File: config.mk
export PLATFORM = sky130hd
export DESIGN_NAME = opmask_bcast_unit
export DESIGN_NICKNAME = d
export VERILOG_FILES = /design/src/rtl/opmask_bcast_pkg.sv /design/src/rtl/opmask_bcast_decode.sv /design/src/rtl/opmask_bcast_fill.sv /design/src/rtl/opmask_bcast_unit.sv
export SDC_FILE = /design/constraint.sdc
export NUM_CORES = 1
export LEC_CHECK = 0
export BUFFER_PORTS_ARGS = -buffer_cell sky130_fd_sc_hd__buf_2
export CORE_AREA = 2 2 214 216
export DETAILED_ROUTE_END_ITERATION = 12
export DIE_AREA = 0 0 216 218
export GPL_TIMING_DRIVEN = 0
export MAX_ROUTING_LAYER = met4
export SLEW_MARGIN = 15
export SYNTH_ARGS = -nofsm -noshare
export SYNTH_HDL_FRONTEND = slang
export SYNTH_SLANG_ARGS = --single-unit
File: constraint.sdc
create_clock -name clk -period 2.6 [get_ports clk]
set_input_delay 0.26 -clock clk [delete_from_list [all_inputs] [get_ports clk]]
set_output_delay 0.26 -clock clk [all_outputs]
set_load 0.005 [all_outputs]
File: src/rtl/opmask_bcast_pkg.sv
// Shared constants and types for the opmask broadcast unit.
// Assumes a 512-bit maximum vector and a 32-bit lane slot grid.
package opmask_bcast_pkg;
    localparam int unsigned MAX_VEC_W = 512;
    localparam int unsigned SLOT_W    = 32;
    localparam int unsigned MASK_W    = 16;
    localparam int unsigned NUM_SLOTS = MAX_VEC_W / SLOT_W;

    localparam logic [7:0] OPC_BYTE_FORM = 8'h2A;
    localparam logic [7:0] OPC_WORD_FORM = 8'h3A;

    typedef enum logic [1:0] {
        VL_128  = 2'b00,
        VL_256  = 2'b01,
        VL_512  = 2'b10,
        VL_RSVD = 2'b11
    } vlen_e;

    typedef enum logic {
        FMT_BYTE_Q = 1'b0,
        FMT_WORD_D = 1'b1
    } bcast_fmt_e;

    typedef struct packed {
        logic       legal;
        bcast_fmt_e fmt;
        vlen_e      vlen;
    } dec_t;
endpackage

File: src/rtl/opmask_bcast_decode.sv
// Decodes opcode, W bit, length code and register field into a format and
// a legality flag. Purely combinational; assumes inputs are stable when the
// strobe is sampled.
module opmask_bcast_decode
    import opmask_bcast_pkg::*;
(
    input  logic [7:0] opcode,
    input  logic       w_bit,
    input  logic [1:0] vlen,
    input  logic [3:0] vreg,
    output dec_t       dec
);
    logic is_byte;
    logic is_word;

    // Classify the form and combine every legality condition.
    always_comb begin
        is_byte   = (opcode == OPC_BYTE_FORM) && w_bit;
        is_word   = (opcode == OPC_WORD_FORM) && !w_bit;
        dec.fmt   = is_word ? FMT_WORD_D : FMT_BYTE_Q;
        dec.vlen  = vlen_e'(vlen);
        dec.legal = (is_byte || is_word)
                    && (vlen != VL_RSVD)
                    && (vreg == 4'hF);
    end
endmodule

File: src/rtl/opmask_bcast_fill.sv
// Builds the full-width broadcast image from a mask and a decoded format.
// Each 32-bit slot is generated separately. A slot above the active length is
// zero. In the byte form, odd slots hold the upper, zero half of each 64-bit
// element.
module opmask_bcast_fill
    import opmask_bcast_pkg::*;
#(
    parameter int unsigned VEC_W  = MAX_VEC_W,
    parameter int unsigned SLOT   = SLOT_W,
    parameter int unsigned MASK_N = MASK_W
) (
    input  logic [MASK_N-1:0] mask,
    input  bcast_fmt_e        fmt,
    input  vlen_e             vlen,
    output logic [VEC_W-1:0]  image
);
    localparam int unsigned SLOTS    = VEC_W / SLOT;
    localparam int unsigned BASE_VL  = 128;
    localparam int unsigned CNT_W    = $clog2(SLOTS + 1);

    logic [CNT_W-1:0] active_slots;

    // Number of 32-bit slots covered by the selected vector length.
    always_comb begin
        active_slots = CNT_W'((BASE_VL << vlen) / SLOT);
    end

    for (genvar k = 0; k < SLOTS; k++) begin : g_slot
        logic [SLOT-1:0] slot_val;
        // Value for this slot from form, parity and length.
        always_comb begin
            slot_val = '0;
            if (CNT_W'(k) < active_slots) begin
                if (fmt == FMT_WORD_D)
                    slot_val = SLOT'(mask);
                else if ((k % 2) == 0)
                    slot_val = SLOT'(mask[7:0]);
            end
        end
        assign image[k*SLOT +: SLOT] = slot_val;
    end
endmodule

File: src/rtl/opmask_bcast_unit.sv
// Top of the opmask broadcast unit. Registers the broadcast image one clock
// after a legal strobe, or pulses a fault on an illegal one and holds the
// previous result. Synchronous active-low reset.
module opmask_bcast_unit
    import opmask_bcast_pkg::*;
(
    input  logic                 clk,
    input  logic                 rst_n,
    input  logic                 in_valid,
    input  logic [7:0]           in_opcode,
    input  logic                 in_w,
    input  logic [1:0]           in_vlen,
    input  logic [3:0]           in_vreg,
    input  logic [MASK_W-1:0]    in_mask,
    output logic [MAX_VEC_W-1:0] out_data,
    output logic                 out_valid,
    output logic                 out_fault
);
    dec_t                 dec;
    logic [MAX_VEC_W-1:0] image;

    opmask_bcast_decode u_decode (
        .opcode (in_opcode),
        .w_bit  (in_w),
        .vlen   (in_vlen),
        .vreg   (in_vreg),
        .dec    (dec)
    );

    opmask_bcast_fill #(
        .VEC_W  (MAX_VEC_W),
        .SLOT   (SLOT_W),
        .MASK_N (MASK_W)
    ) u_fill (
        .mask   (in_mask),
        .fmt    (dec.fmt),
        .vlen   (dec.vlen),
        .image  (image)
    );

    // Capture the result and the flag pulses on each strobe.
    always_ff @(posedge clk) begin
        if (!rst_n) begin
            out_data  <= '0;
            out_valid <= 1'b0;
            out_fault <= 1'b0;
        end else begin
            out_valid <= in_valid && dec.legal;
            out_fault <= in_valid && !dec.legal;
            if (in_valid && dec.legal)
                out_data <= image;
        end
    end
endmodule

==> results by group, run 1 <==
Layout
  – Final Instance Area: 11500 um2
  – Final net count: 1536
  – Share of cells above drive strength 1: 48.9%
  – Synth-to-Final Area Change: 48.5%
  – ANT cells: 0
  – Number of fillers in the final layout: 4950

Placed design
  – Placed cell areas: 10900 um2
  – Setup WS pre-CTS: -0.198 ns
  – Post-DP HPWL: 23500 um
  – IO Port Bufs: 290
  – Routability cong.: 0.782

Yosys
  – Distinct cells, synth: 30
  – Fraction of registers with async set/reset: 0%
  – Yosys top cell by area: buf_4
  – Syn Inst Count: 935
  – Most used flip-flop cell after synthesis: dfxtp_1
  – Sequential-to-total area share from yosys stat: 30.9%
  – Top post-synthesis cells by area: buf_4 38%, dfxtp_1 31%, nand2_1 6.6%
  – Yosys reg bits: 120
  – EDFF count, synth: 0
  – Yosys warns: 0
  – Synth Cell Area: 7770 um2
  – Top-area cell type share of the netlist area: 38.4%
  – Syn Area/Cell: 8.31 um2

Die
  – Core area: 44900 um2
  – Starting Density: 17.3%
  – Die ar.: 47100 um2
  – Die height: 218 um
  – Num rows: 78
  – I/O Pins: 548
  – Die X: 216 um

Global routing
  – Initial antenna violation count: 1
  – Pin count of the biggest net entering global routing: 17
  – Overflow after GRT: 0
  – First-pass GRT wire length: 40100 um
  – Vias in the first global route: 6367
  – Total Routing Usage GR: 11.8%

STA
  – RSZ-0062 raised after global routing: false
  – Slew HR: 37.9%
  – Hold Vio Cnt, Final: 0
  – Post-route clock skew: 0 ns
  – Fin crit share: 87.7%
  – Final setup violating endpoints: 0
  – Fmax: 0.438 GHz
  – Minimum clock period: 2.28 ns
  – Final setup margin: 0.319 ns
  – Max-slew violation count: 0
  – Measured slew at the worst slew-check pin: 0.932 ns

Clocking
  – Hold_buf cts: 0
  – Root buf cell: clkbuf_16
  – # Post-CTS Setup Buffers: 0
  – Clk slew on worst S/H paths: 0.06 ns
  – TritonCTS Buffers: 17
  – H-tree depth: 4
  – CTS tree: built
  – Maximum clock path buffer count: 2
  – Clk sinks: 120
  – CTS resizes: 0
  – Clk_lat worst skew: 0.42 ns

Worst setup path
  – Crit path DAT: 2.58 ns
  – Slowest cell delay on critical path: 0.55 ns
  – Critical Path, Cell by Cell: buf_2, ha_1, nand4b_1, nor4_4, and2_1, buf_4, buf_2, o22ai_1
  – CP Class: in -> reg
  – CP Capture Type: register
  – Crit path max fanout: 10
  – CP required: 2.90 ns
  – Worst reg2reg setup slack: 1.82 ns
  – Most frequent CP cell: buf_2
  – Type of origin of the critical path: input port
  – Slowest cell on the critical path: nor4_4

Pwr
  – Reg power frac: 37.2%
  – Internal: 3680 uW
  – Switching Power: 1270 uW
  – Clk pwr share: 50.4%
  – Combinational Power Share: 12.4%
  – Sw frac: 25.6%
  – PwrDens: 428 nW/um2
  – Peak supply drop: 318 uV
  – Leakage Power: 0.00645 uW

Route
  – Detail Route Antenna Nets: 0
  – Initial DRC Count: 367
  – Via count: 7106
  – Drt wl/cell: 13.6 um
  – Routed WL: 28700 um
  – DR pass1 iterations: 4
  – Vias per std cell: 3.36
  – DRC violations left: 0

Job
  – Max-cap viol count: 0

Min path
  – Hold Crit Class: in -> reg

Outcome
  – Status: finished, final reports clean
==> stage by stage <==
step	hold slack (ns)	util (%)	power [uW]	instances	TNS [ns]
2_1_floorplan	0.414	-	2350	1190	0
3_3_place_gp	0.442	24.3	2470	2080	-7.76
3_5_place_dp	0.452	24.3	2480	2080	-10.36
4_1_cts	0.186	25.7	5000	2112	0
5_1_grt	0.205	25.7	5160	2112	0
6_report	0.196	25.7	4940	2112	0
==> path summary, 6_finish.rpt <==
check                     start       endpoint  cells past startpoint
hold reg to reg   out_data[455]  out_data[455]                      2
setup reg to reg  out_data[361]  out_data[361]                      2
setup / recovery     in_vlen[0]  out_data[420]                      8
hold / removal       in_mask[1]  out_data[449]                      3
==> area by class of cell <==
cell class              instances  area (um2)  share of cell area, %
plain buffers                 445        3210                   27.8
multi-input cells             622        3100                   26.9
flip-flops and latches        120        2400                   20.8
repair buffers                290        1450                   12.6
well taps                     600         751                   6.50
clock buffers                  19         443                   3.84
clock inverters                13         169                   1.46
inverters                       3        11.3                 0.0976
==> power groups by stage <==
stage / sequential [uW] / combinational, uW / clock, uW
after global routing: 1840 / 676 / 2650
after CTS: 1840 / 597 / 2560
after global placement: 1880 / 594 / 0
after floorplan: 1880 / 470 / 0
after detailed placement: 1880 / 596 / 0
final: 1840 / 612 / 2490
==> critical path, delay by kind of cell <==
| family | cells | cell delay [ns] |
|---|---|---|
| simple gates | 3 | 1.12 |
| buf+inv | 3 | 0.69 |
| fa+ha+maj | 1 | 0.37 |
| compound gates | 1 | 0.14 |
==> kinds of logic (layout without fill, tap and decap cells) <==
kind of cell | count (synthesis) | after routing | share of synthesized area (%)
xor gates and xnor gates | 1 | 1 | 0.113
buffers and inverters | 448 | 770 | 41.5
and+or+nand+nor | 244 | 244 | 16.6
muxes | 32 | 32 | 4.12
DFF | 120 | 120 | 30.9
adders and majority gates | 3 | 3 | 0.483
other | 1 | 256 | 0.0483
AOI/OAI and AO/OA | 86 | 86 | 6.25
==> Yosys cell counts, drive strengths merged, types with 2 or more instances <==
library cell  number
buf              411
and2              17
dfxtp            120
nand2            136
mux2i             32
nand4bb            2
o21ai             42
nand3             16
nor2               3
nand3b            16
inv                3
nor4               5
ha                 3
o22ai             44
nand4             44
clkbuf            34
==> sequential cells by signal (all words and copies together) (netlist names) <==
signal and flops:
out_data 118, out_fault 1, out_valid 1
==> per-layer routing <==
layer,up-vias,routed length (um),global-route usage [%]
met5,-,0,-
met4,0,488,3.93
met3,27,2310,3.38
met2,322,14600,20.2
met1,3183,11300,13.3
li1,3574,-,-
==> layout by cell type (no fill, tap or decap), types with 2 or more instances in the layout <==
cell / synthesis / final
buf_4: 398 / 398
buf_2: 6 / 296
conb_1: 1 / 256
nand2_1: 136 / 136
dfxtp_1: 120 / 120
o22ai_1: 44 / 44
nand4_1: 42 / 42
o21ai_0: 41 / 41
clkbuf_1: 31 / 32
mux2i_1: 32 / 32
and2_1: 17 / 17
clkbuf_16: 0 / 17
nand3_1: 16 / 16
nand3b_1: 16 / 16
nor4_4: 5 / 5
buf_6: 5 / 5
clkinvlp_4: 0 / 4
inv_1: 3 / 3
clkbuf_2: 3 / 3
nor2_1: 3 / 3
ha_1: 3 / 3
bufinv_16: 0 / 3
inv_6: 0 / 3
buf_1: 2 / 2
nand4bb_1: 2 / 2
clkinv_4: 0 / 2
Note: power is estimated with default switching activity, not from simulation.
==> inputs of run 2 (changes only) <==
--- a/config.mk
+++ b/config.mk
@@ -11,6 +11,7 @@
 export DIE_AREA = 0 0 216 218
 export GPL_TIMING_DRIVEN = 0
 export MAX_ROUTING_LAYER = met4
+export REMOVE_ABC_BUFFERS = 1
 export SLEW_MARGIN = 15
 export SYNTH_ARGS = -nofsm -noshare
 export SYNTH_HDL_FRONTEND = slang
==> run 2 against run 1 <==
  * Highest routed layer unchanged
  * Core utilization fell by 6.8 points
  * Sequential power barely moved
  * Total power fell by 8.2%
  * Hold slack got worse by 0.088 ns
  * Cell count fell by 20%
  * Register-to-register slack improved by 0.02 ns
==> results by group, run 2 (synthesis gave the netlist of run 1 again) <==
Route
  – Vias per std cell: 3.40
  – Drt wl/cell: 13.8 um
  – Routed WL: 23200 um
  – Via count: 5720
  – DRC violations left: 0
  – Initial DRC Count: 318
  – DR pass1 iterations: 5
  – Detail Route Antenna Nets: 0

Die
  – I/O Pins: 548
  – Starting Density: 17.3%
  – Die ar.: 47100 um2
  – Core area: 44900 um2
  – Num rows: 78
  – Die height: 218 um
  – Die X: 216 um

STA
  – Slew HR: 25.4%
  – Fin crit share: 92.1%
  – Post-route clock skew: 0 ns
  – Max-slew violation count: 0
  – RSZ-0062 raised after global routing: false
  – Minimum clock period: 2.40 ns
  – Hold Vio Cnt, Final: 0
  – Final setup violating endpoints: 0
  – Measured slew at the worst slew-check pin: 1.12 ns
  – Fmax: 0.418 GHz
  – Final setup margin: 0.205 ns

Clocking
  – Clk_lat worst skew: 0.46 ns
  – TritonCTS Buffers: 17
  – Clk sinks: 120
  – Maximum clock path buffer count: 2
  – H-tree depth: 4
  – Root buf cell: clkbuf_16
  – CTS tree: built
  – Clk slew on worst S/H paths: 0.05 ns

Placed design
  – Routability cong.: 0.723
  – IO Port Bufs: 291
  – Setup WS pre-CTS: -1.13 ns
  – Post-DP HPWL: 16600 um
  – Placed cell areas: 7850 um2
  – Placed insts: 1643

Pwr
  – Peak supply drop: 417 uV
  – Leakage Power: 0.00423 uW
  – Total power: 4540 uW
  – PwrDens: 535 nW/um2

Worst setup path
  – Slowest cell delay on critical path: 1.01 ns
  – Crit path DAT: 2.77 ns
  – Crit path max fanout: 16
  – Worst reg2reg setup slack: 1.84 ns
  – CP required: 2.97 ns
  – Critical Path, Cell by Cell: buf_2, inv_1, ha_1, nor4_4, nand4_4, o22ai_1
  – Slowest cell on the critical path: nor4_4
  – Type of origin of the critical path: input port
  – CP Class: in -> reg
  – CP Capture Type: register

Layout
  – Synth-to-Final Area Change: 9.23%
  – Most frequent cells in the layout: 290 x buf_2, 256 x conb_1, 136 x nand2_1
  – Final Instance Area: 8490 um2
  – Commonest non-fill, non-tap cell in the layout: buf_2
  – Largest registers: out_data (118), out_fault (1), out_valid (1)
  – Share of cells above drive strength 1: 31.6%
  – Fin cells: 1680
  – Number of fillers in the final layout: 5015
  – Utilization after layout: 18.9%
  – Largest Register: out_data
  – Final net count: 1104
  – Max reg flops: 118

Min path
  – Hold Crit Class: in -> reg

Global routing
  – Initial antenna violation count: 4
  – Overflow after GRT: 0
  – First-pass GRT wire length: 30200 um
  – Total Routing Usage GR: 9.38%
  – Vias in the first global route: 4477
  – Pin count of the biggest net entering global routing: 119

Job
  – Max-cap viol count: 0

Outcome
  – Status: finished, final reports clean
## run 2: changes by cell type in the layout (fill, tap and decap cells not counted), moves of 2 or more
cell	before	now
clkinvlp_4	4	2
buf_16	0	2
clkbuf_2	3	0
buf_2	296	290
clkbuf_1	32	2
buf_1	2	0
clkbuf_8	1	4
buf_4	398	3
and2_4	0	2
inv_6	3	0
diode_2	0	2
## run 2: final timing paths
path,from,end,cells past startpoint
max,in_vlen[0],out_data[232],6
min,in_mask[14],out_data[142],3
max reg2reg,out_data[362],out_data[362],2
min reg2reg,out_data[452],out_data[452],2
## run 2: repair_timing
item	CTS	global route
hold buffers	0	0
setup buffers	1	2
gates resized for setup	3	1
cloned	1	1
endpoints found under the setup margin	118	92
pin swaps	0	1
## run 2: power breakdown
group	switching, uW	internal, uW	leakage (uW)	total (uW)
Clock	905	1490	0.000281	2400
Combinational	243	56.0	0.00299	299
Sequential	0.153	1840	0.000966	1840
Total	1150	3390	0.00423	4540
## run 2: worst max-delay path, delay by kind of cell
| kind | cells | cell delay [ns] |
|---|---|---|
| fa+ha+maj | 1 | 0.57 |
| simple gates | 2 | 1.42 |
| buf+inv | 2 | 0.17 |
| compound gates | 1 | 0.31 |
## run 2: per-stage QoR
step,hold WS (ns),setup TNS (ns)
finish,0.108,0
global placement,0.442,-639.01
global route,0.0930,0
floorplan,0.374,-282.72
CTS,0.0525,0
detailed placement,0.444,-115.60
## run 2: layout make-up
cell class	instances	area, um2	area share [%]
antenna	2	5.00	0.0590
clock buffer	23	488	5.75
clock inverter	7	93.8	1.11
inverter	3	11.3	0.133
multi-input combinational	624	3140	37.0
sequential	120	2400	28.3
tap	600	751	8.84
timing repair buffer	301	1600	18.9
## run 2: layer usage
metal	routed length [um]	track usage, %
met2	11300	14.4
met1	10200	11.4
met5	0	-
met4	437	4.70
met3	1300	2.40
